$ cat config.mk
export PLATFORM = sky130hd
export DESIGN_NAME = audio_mclk_gen
export DESIGN_NICKNAME = d
export VERILOG_FILES = /design/src/rtl/mclk_pkg.sv /design/src/rtl/mclk_cfg_shadow.sv /design/src/rtl/mclk_phase_accum.sv /design/src/rtl/mclk_ext_sync.sv /design/src/rtl/audio_mclk_gen.sv
export SDC_FILE = /design/constraint.sdc
export NUM_CORES = 1
export LEC_CHECK = 0
export BUFFER_PORTS_ARGS = -buffer_cell sky130_fd_sc_hd__buf_2
export CAP_MARGIN = 20
export CORE_UTILIZATION = 50
export CTS_BUF_LIST = sky130_fd_sc_hd__clkbuf_8
export DETAILED_ROUTE_END_ITERATION = 7
export GPL_ROUTABILITY_DRIVEN = 0
export PLACE_DENSITY_LB_ADDON = 0.12
export SETUP_SLACK_MARGIN = 0.4
export SYNTH_ARGS = -nofsm -noshare
export SYNTH_HDL_FRONTEND = slang
export SYNTH_SLANG_ARGS = --single-unit
$ cat constraint.sdc
create_clock -name clk_i -period 9.17 [get_ports clk_i]
set_input_delay 0.917 -clock clk_i [delete_from_list [all_inputs] [get_ports clk_i]]
set_output_delay 0.917 -clock clk_i [all_outputs]
set_load 0.01 [all_outputs]
$ cat src/rtl/mclk_pkg.sv
package mclk_pkg;
  typedef enum logic {SRC_DIV = 1'b0, SRC_EXT = 1'b1} mclk_src_e;

  localparam int unsigned CMP_W = 16;

  function automatic logic ratio_bad(input logic [CMP_W-1:0] f, input logic [CMP_W-1:0] d);
    return f > d;
  endfunction
endpackage

$ cat src/rtl/mclk_cfg_shadow.sv
module mclk_cfg_shadow #(
  parameter int unsigned FRAC_W = 8,
  parameter int unsigned DIV_W  = 8
) (
  input  logic              clk_i,
  input  logic              rst_ni,
  input  logic              en_i,
  input  logic [FRAC_W-1:0] frac_i,
  input  logic [DIV_W-1:0]  div_i,
  input  logic              src_i,
  output logic [FRAC_W-1:0] frac_o,
  output logic [DIV_W-1:0]  div_o,
  output logic              bypass_o,
  output logic              err_o
);
  import mclk_pkg::*;

  logic [FRAC_W-1:0] frac_q;
  logic [DIV_W-1:0]  div_q;
  logic              byp_q, err_q;
  logic              bad_w;

  assign bad_w = (mclk_src_e'(src_i) == SRC_DIV) &&
                 ratio_bad(CMP_W'(frac_i), CMP_W'(div_i));

  // load only while stopped
  always_ff @(posedge clk_i or negedge rst_ni) begin
    if (!rst_ni) begin
      frac_q <= '0;
      div_q  <= '0;
      byp_q  <= 1'b0;
      err_q  <= 1'b0;
    end else if (!en_i) begin
      frac_q <= frac_i;
      div_q  <= div_i;
      byp_q  <= src_i;
      err_q  <= bad_w;
    end
  end

  assign frac_o   = frac_q;
  assign div_o    = div_q;
  assign bypass_o = byp_q;
  assign err_o    = err_q;

  p_cfg_hold_r4: assert property (@(posedge clk_i) disable iff (!rst_ni)
    en_i |=> $stable(frac_q) && $stable(div_q) && $stable(byp_q) && $stable(err_q));
endmodule

$ cat src/rtl/mclk_phase_accum.sv
module mclk_phase_accum #(
  parameter int unsigned FRAC_W = 8,
  parameter int unsigned DIV_W  = 8
) (
  input  logic              clk_i,
  input  logic              rst_ni,
  input  logic              run_i,
  input  logic [FRAC_W-1:0] frac_i,
  input  logic [DIV_W-1:0]  div_i,
  output logic              pulse_o,
  output logic              level_o
);
  localparam int unsigned ACC_W = DIV_W + 3;

  logic [ACC_W-1:0] acc_q, mod_w, inc_w, half_w, sum_w, nxt_w;
  logic             wrap_w, pulse_q, level_q;

  // phase counted in half-periods: modulus 2(D+1), step 2(F+1)
  assign half_w = ACC_W'(div_i) + ACC_W'(1);
  assign mod_w  = half_w << 1;
  assign inc_w  = (ACC_W'(frac_i) + ACC_W'(1)) << 1;
  assign sum_w  = acc_q + inc_w;
  assign wrap_w = sum_w >= mod_w;
  assign nxt_w  = wrap_w ? sum_w - mod_w : sum_w;

  always_ff @(posedge clk_i or negedge rst_ni) begin
    if (!rst_ni) begin
      acc_q   <= '0;
      pulse_q <= 1'b0;
      level_q <= 1'b0;
    end else if (!run_i) begin
      acc_q   <= '0;
      pulse_q <= 1'b0;
      level_q <= 1'b0;
    end else begin
      acc_q   <= nxt_w;
      pulse_q <= wrap_w;
      level_q <= nxt_w >= half_w;
    end
  end

  assign pulse_o = pulse_q;
  assign level_o = level_q;

  p_acc_bound_r1: assert property (@(posedge clk_i) disable iff (!rst_ni)
    run_i |=> acc_q < mod_w);
  p_idle_clear_r6: assert property (@(posedge clk_i) disable iff (!rst_ni)
    !run_i |=> (acc_q == '0) && !pulse_q && !level_q);
endmodule

$ cat src/rtl/mclk_ext_sync.sv
module mclk_ext_sync #(
  parameter int unsigned STAGES = 2
) (
  input  logic clk_i,
  input  logic rst_ni,
  input  logic ext_i,
  output logic pulse_o
);
  localparam int unsigned SH_W = STAGES + 1;

  logic [SH_W-1:0] sh_q;

  always_ff @(posedge clk_i or negedge rst_ni) begin
    if (!rst_ni) sh_q <= '0;
    else         sh_q <= {sh_q[SH_W-2:0], ext_i};
  end

  assign pulse_o = sh_q[STAGES-1] & ~sh_q[STAGES];

  p_one_shot_r7: assert property (@(posedge clk_i) disable iff (!rst_ni)
    pulse_o |=> !pulse_o);
endmodule

$ cat src/rtl/audio_mclk_gen.sv
module audio_mclk_gen #(
  parameter int unsigned FRAC_W      = 8,
  parameter int unsigned DIV_W       = 8,
  parameter int unsigned SYNC_STAGES = 2
) (
  input  logic              clk_i,
  input  logic              rst_ni,
  input  logic              en_i,
  input  logic [FRAC_W-1:0] frac_i,
  input  logic [DIV_W-1:0]  div_i,
  input  logic              src_sel_i,
  input  logic              ext_clk_i,
  output logic              mclk_en_o,
  output logic              mclk_o,
  output logic              locked_o,
  output logic              cfg_err_o
);
  logic [FRAC_W-1:0] frac_w;
  logic [DIV_W-1:0]  div_w;
  logic              byp_w, err_w, run_w;
  logic              div_pulse_w, div_level_w, ext_pulse_w;
  logic              locked_q;

  mclk_cfg_shadow #(.FRAC_W(FRAC_W), .DIV_W(DIV_W)) u_cfg (
    .clk_i    (clk_i),
    .rst_ni   (rst_ni),
    .en_i     (en_i),
    .frac_i   (frac_i),
    .div_i    (div_i),
    .src_i    (src_sel_i),
    .frac_o   (frac_w),
    .div_o    (div_w),
    .bypass_o (byp_w),
    .err_o    (err_w)
  );

  assign run_w = en_i && !byp_w && !err_w;

  mclk_phase_accum #(.FRAC_W(FRAC_W), .DIV_W(DIV_W)) u_acc (
    .clk_i   (clk_i),
    .rst_ni  (rst_ni),
    .run_i   (run_w),
    .frac_i  (frac_w),
    .div_i   (div_w),
    .pulse_o (div_pulse_w),
    .level_o (div_level_w)
  );

  mclk_ext_sync #(.STAGES(SYNC_STAGES)) u_sync (
    .clk_i   (clk_i),
    .rst_ni  (rst_ni),
    .ext_i   (ext_clk_i),
    .pulse_o (ext_pulse_w)
  );

  always_ff @(posedge clk_i or negedge rst_ni) begin
    if (!rst_ni) locked_q <= 1'b0;
    else         locked_q <= en_i && (byp_w || !err_w);
  end

  assign mclk_o    = byp_w ? ext_clk_i : div_level_w;
  assign mclk_en_o = byp_w ? (ext_pulse_w & en_i) : div_pulse_w;
  assign locked_o  = locked_q;
  assign cfg_err_o = err_w;

  p_err_quiet_r5: assert property (@(posedge clk_i) disable iff (!rst_ni)
    cfg_err_o |-> !mclk_en_o && !mclk_o && !locked_o);
  p_lock_follows_en_r9: assert property (@(posedge clk_i) disable iff (!rst_ni)
    !en_i |=> !locked_o);
  p_bypass_no_div_r7: assert property (@(posedge clk_i) disable iff (!rst_ni)
    byp_w |=> !div_pulse_w && !div_level_w);
endmodule

==> results.txt <==
* Setup clock skew after layout: 0.006742 ns
- At the pin with the least slew margin, the transition time is about 0.72 ns.
- Summing the areas of all compound-gate instances in the mapped netlist gives between 10% and 20% of the synthesized area.
- Post-placement worst setup slack: 3.723 ns
- TritonCTS Buffers: 5
- The total area inside the core boundary comes to 5473 um2.
- Max-cap violations: 0
- Number of warnings printed during yosys synthesis: 0
- Avg Vias per Cell: 5.333
- The repair_antennas step left the layout with diodes totalling 0.
- Type of the tightest min-delay check: register to register
* Final-report max-slew violation count: 0
- The number of hold buffers added after CTS was 0.
* Final TNS setup: 0 ns
- The pre-antenna-repair detailed-routing pass consisted of 4 iterations.
* Share of synthesized area spent on multiplexers: 8.164%
* TritonCTS clock tree: done
* Total standard cell area after synthesis: 2835 um2
* Xor/xnor share of the synthesized area: 8.032%
- Maximum clock frequency: 184.4 MHz
* Sequential cell area: 850.8 um2
* Post-layout min period: 5.423 ns
- Synthesis produced a netlist with a net count of approximately 360.
- Basic-gate share of the synthesized area counting and, or, nand and nor cells: between 10% and 20%
* Main combinational cell family by area after synthesis: adder cells
- CP Max Fanout: 9
- In this run the deepest clock path goes through 2 buffers.
* Total detailed-routing wirelength: 5502 um
- In the synthesized netlist the dominant register cell turns out to be dfrtp_1.
- Antenna violations before repair: 0
* Count of cells resized by post-cts repair: 0
* DIE HEIGHT: 77.30 um
- The flow ran to the end, and the final reports show no timing, DRC or antenna violations.
* Total number of vias: 2149
- Cells with a size suffix above 1 make up about a fifth of the layout.
* Initial cell density of the core: 51.81%
- Global routing finished with a remaining overflow of 0.
- After clock tree synthesis, the clock-pin slew on the worst setup and hold paths is 0.07 ns.
- Area of the multi-input gates: 1878 um2
* Final setup viols: 0
- In this run the tightest slew margin relative to its limit is 51.73%.
- Power Density: 392.5 nW/um2
- Sequential cell area fraction in the yosys report: a little under a third
* Dpl hpwl: between 4000 and 5000 um
* Adder-Cell Fraction of Synth Area: 17.30%
* Number of flip-flops and latches in the synthesized netlist: 34
- Die area: 5975 um2
* Post-CTS setup buffer count: 0
* Count of cell types in the netlist: 50
- The tightest hold path in the finished design has a slack of ~0.35 ns.
- After synthesis, the share of flip-flops with an asynchronous set or reset is 100.0%.
- Entering global routing, the biggest net connects 35 pins.
- After layout, the design draws a total of roughly 1200 uW.
- Fill cells in the final layout number 527.
- Part of the cycle the worst path needs: between 50% and 60%
* Vias in the first global route: 2158
- Area Overhead vs Synth: 10.81%
- The worst-case IR drop observed on VDD is 0.1889 mV.
- At the worst endpoint, the arrival time is 5.58 ns.
* DRC violation total after the first TritonRoute iteration: 75
- Required time reported for the critical path endpoint: a little over 9 ns
- Launching element type of the critical path: register
- Tot GR Track Use: 20.72%
* Detail-routed net length per standard cell: 13.65 um
* Total Nets Final: 389
- Std cell rows: 27
- After detailed routing, the number of remaining DRC violations is 0.
- Count of input and output buffers: 24
- Clock tree synthesis selected as its root buffer the cell clkbuf_8.
* RSZ-0062 raised after global routing: false
- The worst setup path is of the register to register kind.
* Top-level I/O count: 25
- First-pass GRT wire length: 9646 um
- Number of flops mapped to enable cells by yosys: 0
- The worst setup path is captured at a register.
- Dividing the synthesized area by the synthesized cell count gives 9.357 um2.
- Post-route setup slack: 3.747 ns
* Final hold violation count: 0
- Measured along the x axis, the die boundary spans 77.30 um.
* Synth Instances: between 300 and 400
- Leakage power: 0.001511 uW
- For this design, the sink count on the clock tree is 34.
- For the worst-skew pair, the clock arrives at the later sink with an insertion delay of approximately 0.28 ns.
- In this run the remaining antenna-violating nets after routing total 0.
* Clock H-tree levels: 2
-- kinds of logic after synthesis --
family,count (synthesis)
AO/OA/AOI/OAI,63
XOR/XNOR,26
adder cells (fa/ha/maj),38
buffers and inverters,28
flip-flops,34
multiplexers,21
AND/OR/NAND/NOR,93
-- placed cells by master, fill, tap and decap left out, types with 11 or more instances in the layout --
cell and count:
a21oi_1 14, and2_1 11, buf_2 24, dfrtp_1 34, ha_1 36, inv_1 22, mux2_2 17, nand2_1 25
nor2_1 18, o21ai_0 14, xnor2_1 19
-- flip-flops by register name (all words and copies together), names as in the netlist --
register / count
u_cfg.frac_o: 8
u_cfg.err_o: 1
locked_o: 1
u_acc.level_o: 1
u_acc.acc_q: 10
u_sync.sh_q: 3
u_cfg.bypass_o: 1
u_cfg.div_o: 8
u_acc.pulse_o: 1
-- report_power, final --
part           internal, uW  switching (uW)
Combinational           433             470
Clock                  79.9            52.7
Sequential              179            18.6
Total                   692             541
-- synth_stat cells (all sizes together), types with 4 or more instances --
cell type  instances  area share (%)
ha                36              16
dfrtp             34              30
nand2             25             3.3
inv               23             3.0
xnor2             19             5.9
nor2              18             2.4
mux2              17             6.8
a21oi             15             2.8
o21ai             15             2.6
and2              12             2.6
a21o              10             2.7
nand3             10             1.9
xor2               7             2.2
nor3               6             1.5
and3               5             1.1
clkbuf             4            0.53
mux2i              4             1.4
o211ai             4             1.1
-- layout make-up --
cell class	instances	area share, %
Multi-Input combinational cell	241	59.78
Sequential cell	34	27.08
Timing Repair Buffer	25	4.062
Tap cell	72	2.867
Inverter	23	2.748
Clock buffer	5	2.190
Clock inverter	3	1.274
-- metal layers --
metal,up-vias,track usage [%],part of all wire [%]
met5,-,0,0
met4,0,8.679,2.1
met3,11,2.381,2.6
met2,44,35.04,46
met1,976,26.61,49
li1,1118,-,-
-- through the flow --
stage	area, um2	utilization (%)	instances
after floorplan	2835	-	303
after global placement	3033	55.42	395
after detailed placement	3033	55.42	395
after CTS	3142	57.41	403
after global routing	3142	57.41	403
final	3142	57.41	403
-- path summary, 6_finish.rpt --
path / cells after the start / endpoint / start / slack (ns)
max: 23 / u_acc.level_o / u_cfg.frac_o[0] / 3.75
min: 0 / u_sync.sh_q[1] / u_sync.sh_q[0] / 0.35
max reg2reg: 23 / u_acc.level_o / u_cfg.frac_o[0] / 3.75
min reg2reg: 0 / u_sync.sh_q[1] / u_sync.sh_q[0] / 0.35
max in group asynchronous: 1 / u_acc.acc_q[6] / rst_ni / 8.01
min in group asynchronous: 1 / u_cfg.div_o[2] / rst_ni / 0.69
-- worst max-delay path: stages, from the launching register on --
cell and delay [ns]:
dfrtp_1 0.41, ha_1 0.21, nand3_1 0.11, nor2_1 0.21, xor2_1 0.19, ha_1 0.28, or2_1 0.25, o31a_2 0.13
nand2_1 0.09, xnor2_1 0.08, ha_1 0.36, o21ai_0 0.13, a22oi_2 0.31, nor3_1 0.13, o311ai_4 0.58, mux2i_1 0.30
ha_1 0.26, a21o_1 0.17, a21o_1 0.16, a21oi_1 0.17, o21ai_0 0.11, a211oi_1 0.23, nor2_1 0.07, or3_1 0.33
(Power assumes the default switching activity.)
